--- config.mk ---
export PLATFORM = sky130hd
export DESIGN_NAME = swl_switch_eval
export DESIGN_NICKNAME = d
export VERILOG_FILES = /design/src/rtl/swl_pkg.sv /design/src/rtl/swl_gate_ctl.sv /design/src/rtl/swl_str_reduce.sv /design/src/rtl/swl_switch_eval.sv
export SDC_FILE = /design/constraint.sdc
export NUM_CORES = 1
export LEC_CHECK = 0
export ABC_AREA = 1
export BUFFER_PORTS_ARGS = -buffer_cell sky130_fd_sc_hd__buf_2
export CAP_MARGIN = 20
export CORE_AREA = 2 2 39 41
export CTS_BUF_LIST = sky130_fd_sc_hd__clkbuf_2 sky130_fd_sc_hd__clkbuf_4 sky130_fd_sc_hd__clkbuf_8
export CTS_CLUSTER_DIAMETER = 200
export DETAILED_ROUTE_END_ITERATION = 12
export DIE_AREA = 0 0 41 43
export PLACE_DENSITY = 0.56
export SLEW_MARGIN = 20
export SYNTH_ARGS = -nofsm -noshare
export SYNTH_HDL_FRONTEND = slang
export SYNTH_SLANG_ARGS = --single-unit
--- constraint.sdc ---
create_clock -name clk -period 0.9 [get_ports clk]
set_clock_uncertainty 0.15 [all_clocks]
set_input_delay 0 -clock clk [delete_from_list [all_inputs] [get_ports clk]]
set_output_delay 0 -clock clk [all_outputs]
set_load 0.01 [all_outputs]
--- src/rtl/swl_pkg.sv ---
package swl_pkg;
    localparam int STR_W = 3;
    localparam int VAL_W = 2;
    localparam int DEV_W = 3;
    localparam logic [STR_W-1:0] STR_SUPPLY = '1;
    localparam logic [STR_W-1:0] STR_STRONG = STR_SUPPLY - 1'b1;
    localparam logic [STR_W-1:0] STR_HIGHZ  = '0;

    typedef logic [STR_W-1:0] str_t;

    typedef enum logic [VAL_W-1:0] {
        LV_0 = 2'd0,
        LV_1 = 2'd1,
        LV_X = 2'd2,
        LV_Z = 2'd3
    } lval_e;

    typedef enum logic [1:0] {
        COND_OFF = 2'd0,
        COND_ON  = 2'd1,
        COND_UNK = 2'd2
    } cond_e;

    typedef enum logic [1:0] {
        KIND_N    = 2'd0,
        KIND_P    = 2'd1,
        KIND_C    = 2'd2,
        KIND_NONE = 2'd3
    } kind_e;

    typedef struct packed {
        lval_e val;
        str_t  str;
        logic  amb;
    } drv_t;
endpackage

--- src/rtl/swl_gate_ctl.sv ---
module swl_gate_ctl
    import swl_pkg::*;
#(
    parameter logic ON_LEVEL = 1'b1
) (
    input  logic [VAL_W-1:0] ctl,
    output cond_e            cond
);
    always_comb begin
        case (ctl)
            2'd0:    cond = (ON_LEVEL == 1'b0) ? COND_ON : COND_OFF;
            2'd1:    cond = (ON_LEVEL == 1'b1) ? COND_ON : COND_OFF;
            default: cond = COND_UNK;
        endcase
    end
endmodule

--- src/rtl/swl_str_reduce.sv ---
module swl_str_reduce
    import swl_pkg::*;
(
    input  str_t str_in,
    input  logic resistive,
    output str_t str_out
);
    str_t plain_s;
    str_t resist_s;

    always_comb begin
        plain_s = (str_in == STR_SUPPLY) ? STR_STRONG : str_in;
        case (str_in)
            3'd7:    resist_s = 3'd5;
            3'd6:    resist_s = 3'd5;
            3'd5:    resist_s = 3'd3;
            3'd4:    resist_s = 3'd2;
            3'd3:    resist_s = 3'd2;
            3'd2:    resist_s = 3'd1;
            3'd1:    resist_s = 3'd1;
            default: resist_s = 3'd0;
        endcase
        str_out = resistive ? resist_s : plain_s;
    end

    always_comb begin
        a_no_gain_r9: assert (str_out <= str_in);
    end
endmodule

--- src/rtl/swl_switch_eval.sv ---
module swl_switch_eval
    import swl_pkg::*;
(
    input  logic             clk,
    input  logic             rst_n,
    input  logic [DEV_W-1:0] dev_sel,
    input  logic [VAL_W-1:0] din_val,
    input  logic [STR_W-1:0] din_str,
    input  logic [VAL_W-1:0] ctl_n,
    input  logic [VAL_W-1:0] ctl_p,
    output logic [VAL_W-1:0] out_val,
    output logic [STR_W-1:0] out_str,
    output logic             out_amb
);
    cond_e n_cond;
    cond_e p_cond;
    cond_e dev_cond;
    kind_e kind;
    str_t  red_str;
    drv_t  out_d;
    drv_t  out_q;

    swl_gate_ctl #(.ON_LEVEL(1'b1)) u_n_gate (.ctl(ctl_n), .cond(n_cond));
    swl_gate_ctl #(.ON_LEVEL(1'b0)) u_p_gate (.ctl(ctl_p), .cond(p_cond));

    swl_str_reduce u_reduce (
        .str_in   (din_str),
        .resistive(dev_sel[2]),
        .str_out  (red_str)
    );

    assign kind = kind_e'(dev_sel[1:0]);

    always_comb begin
        case (kind)
            KIND_N:  dev_cond = n_cond;
            KIND_P:  dev_cond = p_cond;
            KIND_C: begin
                if (n_cond == COND_ON || p_cond == COND_ON)
                    dev_cond = COND_ON;
                else if (n_cond == COND_OFF && p_cond == COND_OFF)
                    dev_cond = COND_OFF;
                else
                    dev_cond = COND_UNK;
            end
            default: dev_cond = COND_OFF;
        endcase
    end

    always_comb begin
        out_d.val = LV_Z;
        out_d.str = STR_HIGHZ;
        out_d.amb = 1'b0;
        if (din_val != LV_Z && din_str != STR_HIGHZ) begin
            case (dev_cond)
                COND_ON: begin
                    out_d.val = lval_e'(din_val);
                    out_d.str = red_str;
                end
                COND_UNK: begin
                    out_d.val = lval_e'(din_val);
                    out_d.str = red_str;
                    out_d.amb = (din_val == LV_0) || (din_val == LV_1);
                end
                default: ;
            endcase
        end
    end

    always_ff @(posedge clk or negedge rst_n) begin
        if (!rst_n) begin
            out_q <= '{val: LV_Z, str: STR_HIGHZ, amb: 1'b0};
        end else begin
            out_q <= out_d;
        end
    end

    assign out_val = out_q.val;
    assign out_str = out_q.str;
    assign out_amb = out_q.amb;

    p_z_weak_r8: assert property (@(posedge clk) disable iff (!rst_n)
        (out_val == LV_Z) |-> (out_str == STR_HIGHZ));

    p_no_supply_r9: assert property (@(posedge clk) disable iff (!rst_n)
        out_str != STR_SUPPLY);

    p_amb_binary_r4: assert property (@(posedge clk) disable iff (!rst_n)
        out_amb |-> (out_val == LV_0 || out_val == LV_1));

    p_n_off_r2: assert property (@(posedge clk) disable iff (!rst_n)
        (dev_sel[1:0] == KIND_N && ctl_n == 2'd0) |=> (out_val == LV_Z));

    p_p_off_r3: assert property (@(posedge clk) disable iff (!rst_n)
        (dev_sel[1:0] == KIND_P && ctl_p == 2'd1) |=> (out_val == LV_Z));

    p_none_z_r11: assert property (@(posedge clk) disable iff (!rst_n)
        (dev_sel[1:0] == KIND_NONE) |=> (out_val == LV_Z));

    p_ztrack_r8: assert property (@(posedge clk) disable iff (!rst_n)
        (din_val == LV_Z || din_str == STR_HIGHZ) |=> (out_str == STR_HIGHZ));
endmodule

# Yosys cells after proc, flatten, opt, wreduce, memory -nomap -nowiden
# Cells that the tools add are included.
# word_totals
word_cells	46
input_bits	14
regBits	6
out_inout_bits	6
# op_classes
n_reduce_logical	15
muxes	11
eq_ne	17
# ops
cell	n
== test 2 x 1 -> 1 bit, second input constant	7
== test 3 bit, second input constant	4
zero test 2 bit	6
one-hot mux 3 bit (4 select lines)	1
one-hot mux 2 bit (2 select lines)	2
OR reduction 2 bit	4
== test 3 x 2 -> 1 bit, second input constant	2
two-way mux 3 bit	2
two-way mux 6 bit	1
one-hot mux 2 bit (3 select lines)	1
two-way mux 5 bit	1
== test 2 bit, second input constant	2
two-way mux 2 bit	2
== test 3 x 1 -> 1 bit, second input constant	1
nonzero test 3 bit	1
logical AND 1 bit	2
logical OR 1 bit	2
!= test 2 bit, second input constant	1
two-way mux 1 bit	1

# Depth between registers and ports, before layout
# Gate-level depths: netlist (run 1).
# depth
depth_word	11
mapped_depth	10
depth_no_buf	10

# Cells and area by module
# A second synthesis (run 1) with hierarchy kept.
# hier_totals
hier_cells	64
hier_area_um2	407.9
# modules_own_cells
module	seq_area_each_um2	n_inst	area_each_um2	cells_per_inst
swl_switch_eval	152.6	1	329.1	45
swl_str_reduce	0.0	1	60.1	14
swl_gate_ctl at u_n_gate	0.0	1	11.3	3
swl_gate_ctl at u_p_gate	0.0	1	7.5	2

# Worst setup path before layout (run 1)
# Ideal clock, no wire load.
# synth_path
kind	input-to-reg
from	input port ctl_p[0]
to	register out_q (netlist bit out_str[1])
setup_ns	0.086
setup_slack_ns	-0.230
stages	8
required_time_ns	0.664
arrival_ns	0.894
n_path_buf	0
cell_sequence	nor2_1 nand3_1 nand2_1 inv_1 ha_1 a21oi_1 inv_1 nor3_1
# synth_rtl
element	line_no	source
start: declaration	swl_switch_eval.sv:10	input logic [VAL_W-1:0] ctl_p,
end signal: assignment	swl_switch_eval.sv:72	out_q <= '{val: LV_Z, str: STR_HIGHZ, amb: 1'b0};
end signal: assignment	swl_switch_eval.sv:74	out_q <= out_d;
end: declaration	swl_switch_eval.sv:21	drv_t out_q;

==> impl_metrics.csv, run 1 <==
group,metric,value,unit
floorplanning,rows,14,
sta,grt_setup_unrepaired,"yes",
job,max-cap-violations,0,
setup_path,cp_max_fo,3,
clock_network,cts-root-buf,"clkbuf_4",
yosys,synthSimpleGateAreaFrac,0.346,
drt,drcViolationCount,0,
drt,wl_per_cell,8.09,um
pwr,powerDensity,1220,mW/mm^2
drt,via_count,409,
grt,grt_pass1_vias,344,
sta,min_period_over_period,1.12,
yosys,synthXorXnorAreaFrac,0,
setup_path,required,900,ps
pwr,finalPower,0.767,mW
setup_path,path_cells,"buf_8 -> nor2_4 -> nor2_1 -> nand3_1 -> nand3_1 -> ha_1 -> a21oi_2 -> inv_1 -> nor3_2",
pwr,peakVddDrop,0.400,mV
final_layout,stdcell_area,627,um^2
grt,grt_use_total,0.102,
final_layout,nets,96,
setup_path,slowest_stage,"ha_1",
floorplanning,die_w,41,um
sta,setup_viol,8,
drt,first_iter_violations,0,
setup_path,critPathKind,"in -> reg",
setup_path,worst_setup_path_end_kind,"register",
yosys,synth.area.mux_share,0,
setup_path,cp_common_cell,"nand3_1",
grt,grt-ovfl-total,0,
yosys,synthDistinctLibCells,12,
sta,slew_headroom,0.895,
final_layout,diodes,0,
sta,hold_viol_final,10,
sta,tightest_slew,158,ps
sta,period_needed,1010,ps
clock_network,cts.reportedPaths.clkPinSlew,40,ps
placement,placed_area,494,um^2
setup_path,path_buf_inv,2,
yosys,ys_seq_elements,6,
pwr,p_leak,0.340,nW
setup_path,critPathLaunchType,"input pin",
placement,gp_routability_congestion,0.741,
sta,finalMaxSlewViolations,0,
clock_network,clock-sinks,6,
placement,io_buffer_count,19,
clock_network,htree_num_levels,1,
yosys,syn_avg_cell_area,6.75,um^2
yosys,yosysWarningCount,0,
setup_path,cpPeakStageDelay,290,ps
final_layout,final_cell_mix,"nand2_1, buf_2, inv_1",
yosys,synth_top_area_share,0.280,
grt,grt_max_degree,7,
floorplanning,die_area,0.00176,mm^2
final_layout,area_growth,75.2,%
yosys,syn_inst,53,
drt,first_pass_iters,1,
yosys,synth_top_family_by_area,"simple AND/OR/NAND/NOR gates",
drt,antenna_left,0,
worst_hold_path,min_path_type,"in -> reg",
floorplanning,ioPinCount,20,
grt,antenna_found_initial,0,
setup_path,critPathTopFamily,"simple AND/OR/NAND/NOR gates",
yosys,yosysTopAreaCell,"dfrtp_1",
yosys,synth_compound_area_frac,0.0664,
yosys,synth_area_leaders,"dfrtp_1, dfstp_2, nand2_1",
placement,hpwl,629,um
floorplanning,dieHeight,43,um
floorplanning,core,0.00138,mm^2
clock_network,cts_made_buffers,3,
sta,holdWs,-90.4,ps
worst_hold_path,min_path_cells,3,
worst_hold_path,hp-start,"dev_sel[2]",
yosys,synth_seq_area_share,0.427,
floorplanning,start_util,0.259,
drt,drt-total-wl,769,um
outcome,violations,"hold timing, setup timing",
worst_hold_path,hold_path_end,"out_str[0]",
yosys,synthesis.area,358,um^2
sta,setup_ws,-110,ps
drt,via_per_inst,4.31,
final_layout,drive_gt1_frac,0.468,
grt,grt_pass1_wl,1200,um
outcome,status,"finished with violations",
clock_network,cts_tree,"yes",
clock_network,cts.repair_timing.setup_buffer_count,0,
yosys,synth_fa_ha_area_frac,0.0350,
sta,max_freq,990,MHz
yosys,synthesis.nets,68,
setup_path,crit_arrival,1010,ps
clock_network,cts_buffer_depth,2,
==> power breakdown <==
part	total [mW]	leakage (nW)	switching (mW)	internal, mW
Clock	0.233	0.0138	0.0833	0.150
Combinational	0.230	0.252	0.115	0.114
Sequential	0.305	0.0749	0.00637	0.298
==> worst min-delay path, stage by stage <==
cell and delay [ps]:
buf_2 120, nand3_1 90, a21oi_2 50
==> repair_timing <==
| item | CTS | global route |
|---|---|---|
| hold endpoints to repair | 12 | 10 |
| endpoints found under the setup margin | 7 | 9 |
| pin swaps | 4 | 0 |
| hold buffers | 4 | 1 |
| resized for setup | 15 | 6 |
==> state kept, by name, summed over array words and instances, names as in the netlist <==
name	flops
out_str	3
out_val	2
out_amb	1
==> through the flow <==
| stage | setup WS, ps | cells | setup TNS [ps] | util |
|---|---|---|---|---|
| after floorplan | -197 | 53 | -862 | - |
| after global placement | -430 | 88 | -2210 | 0.357 |
| after detailed placement | -524 | 88 | -2390 | 0.357 |
| after CTS | -120 | 95 | -691 | 0.446 |
| after global routing | -212 | 95 | -1210 | 0.453 |
| final | -110 | 95 | -614 | 0.453 |
==> synth_stat cells, drive strengths merged <==
cell	instances
nor2	9
nand3	6
dfrtp	4
ha	1
nand2	13
a21oi	3
inv	12
nor3	1
dfstp	2
and3	1
o21ai	1
==> layer usage <==
metal	vias up	GRT usage	wire length, um
li1	214	-	-
met1	178	0.0932	272
met2	17	0.181	420
met3	0	0.0157	76
met4	0	0.0800	0
met5	-	0	0
==> how the worst max path moves through the flow <==
stage | to | from | cells past startpoint | slack, ps
final | out_str[1] | ctl_n[1] | 9 | -110
after global routing | out_str[1] | ctl_p[0] | 9 | -210
after CTS | out_str[1] | ctl_n[1] | 9 | -120
after detailed placement | out_str[1] | ctl_n[0] | 10 | -520
after global placement | out_val[1] | ctl_n[0] | 11 | -430
after floorplan | out_val[0] | ctl_n[0] | 10 | -200
==> logic make-up (layout without fill, tap and decap cells) <==
kind of cell    count (synthesis)  in the layout
buf+inv                        12             38
fa+ha+maj                       1              1
compound gates                  4              4
simple gates                   30             30
flops                           6              6
==> final cells by class <==
type | instances | area [um^2]
Fill cell | 139 | 757
Multi-Input combinational cell | 35 | 196
Timing Repair Buffer | 23 | 183
Sequential cell | 6 | 153
Inverter | 12 | 52.6
Clock buffer | 3 | 22.5
Tap cell | 16 | 20.0
No activity file was read; power rests on OpenSTA's default activity.
==> run 2: changes to the inputs <==
Settings changed: HOLD_SLACK_MARGIN set to 0.12.
==> run 2 against run 1 <==
Compared with the run above:
- the run still ends with hold timing, setup timing left
- critical path type unchanged
- power is 0.13% lower
- largest cell class unchanged
- worst setup slack worse by 9.3 ps
- count of clock-buffer cells in the layout stayed put
- global-route usage stayed put
- die area is the same
- utilization fell by 0.72 points
==> impl_metrics.csv, run 2 (synthesis gave the netlist of run 1 again) <==
group,metric,value,unit
outcome,status,"finished with violations",
outcome,violations,"hold timing, setup timing",
pwr,powerDensity,1240,mW/mm^2
grt,antenna_found_initial,0,
sta,finalMaxSlewViolations,0,
drt,wl_per_cell,8.30,um
placement,io_buffer_count,19,
clock_network,clock-sinks,6,
sta,min_period_over_period,1.13,
drt,via_per_inst,4.33,
final_layout,final_cells,94,
sta,grt_setup_unrepaired,"yes",
sta,tightest_slew,153,ps
grt,grt_max_degree,7,
drt,drt-total-wl,780,um
clock_network,cts_tree,"yes",
placement,gp_routability_congestion,0.741,
setup_path,worst_setup_path_end_kind,"register",
grt,grt_use_total,0.102,
sta,setup_viol,8,
setup_path,cpPeakStageDelay,290,ps
drt,first_pass_iters,1,
clock_network,cts.repair_timing.setup_buffer_count,0,
pwr,p_leak,0.336,nW
setup_path,worst-path-stages,9,
sta,setup_ws,-119,ps
sta,slew_headroom,0.898,
clock_network,cts_buffer_depth,2,
setup_path,critPathKind,"in -> reg",
setup_path,cp_max_fo,3,
floorplanning,die_area,0.00176,mm^2
setup_path,path_cells,"buf_8 -> nor2_4 -> nor2_1 -> nand3_1 -> nand3_1 -> ha_1 -> a21oi_2 -> inv_2 -> nor3_2",
setup_path,cp_common_cell,"nand3_1",
floorplanning,core,0.00138,mm^2
drt,via_count,407,
setup_path,crit_arrival,1020,ps
final_layout,largest_reg_flops,3,
final_layout,postLayoutCoreUtil,0.446,
floorplanning,rows,14,
grt,grt_pass1_wl,1190,um
clock_network,cts_made_buffers,3,
sta,hold_viol_final,10,
grt,grt-ovfl-total,0,
setup_path,cp-startpoint,"ctl_n[1]",
setup_path,path_buf_inv,2,
final_layout,fillers,140,
clock_network,htree_num_levels,1,
pwr,finalPower,0.766,mW
job,max-cap-violations,0,
final_layout,diodes,0,
drt,antenna_left,0,
placement,hpwl,629,um
setup_path,critPathTopFamily,"simple AND/OR/NAND/NOR gates",
placement,dp_cells,88,
sta,period_needed,1020,ps
final_layout,multi_input_area,196,um^2
setup_path,crit_end,"out_str[1]",
clock_network,cts-root-buf,"clkbuf_4",
final_layout,drive_gt1_frac,0.487,
grt,grt_pass1_vias,338,
setup_path,required,900,ps
final_layout,final_cell_mix,"nand2_1, buf_2, nand3_1, inv_1",
drt,first_iter_violations,0,
setup_path,slowest_stage,"ha_1",
setup_path,critPathLaunchType,"input pin",
floorplanning,dieHeight,43,um
drt,drcViolationCount,0,
floorplanning,die_w,41,um
final_layout,seqCellArea,153,um^2
floorplanning,start_util,0.259,
sta,holdWs,-125,ps
final_layout,area_growth,72.4,%
pwr,peakVddDrop,0.400,mV
final_layout,nets,95,
placement,pre_cts_slack,-524,ps
floorplanning,ioPinCount,20,
clock_network,cts.reportedPaths.clkPinSlew,40,ps
sta,max_freq,981,MHz
worst_hold_path,min_path_type,"in -> reg",
run 2: stage by stage:
step	hold WS, ps	area (um^2)	setup TNS [ps]
after floorplan	-446	379	-862
after global placement	-325	494	-2210
after detailed placement	-324	494	-2390
after CTS	-127	607	-691
after global routing	-101	617	-1290
final	-125	617	-707
run 2: layer usage:
layer	vias up	track usage	part of all wire
li1	212	-	-
met1	178	0.0900	0.34
met2	17	0.184	0.56
met3	0	0.0157	0.097
met4	0	0.0800	0
met5	-	0	0
run 2: worst min-delay path by stage:
stage | endpoint | cells after the start | slack (ps) | startpoint
floorplan | out_amb | 0 | -450 | rst_n
global placement | out_amb | 1 | -330 | rst_n
detailed placement | out_str[1] | 1 | -320 | rst_n
CTS | out_str[2] | 3 | -130 | din_str[2]
global route | out_str[2] | 3 | -100 | din_str[2]
finish | out_str[2] | 3 | -130 | din_str[2]
run 2: cell type report:
cell class,instances,area share
clock buffer,3,0.0365
inverter,12,0.0852
multi-input combinational,35,0.318
sequential,6,0.247
tap,16,0.0325
timing repair buffer,22,0.280
run 2: report_power, final:
part,leakage (nW),internal [mW],switching (mW)
sequential,0.0749,0.298,0.00637
combinational,0.247,0.112,0.117
clock,0.0138,0.150,0.0833
run 2: repair_timing:
item / 4_1_cts / 5_1_grt
hold endpoints to repair: 12 / 10
gates resized for setup: 15 / 7
hold buffers: 3 / 1
pin swaps: 4 / 1
endpoints found under the setup margin: 7 / 9
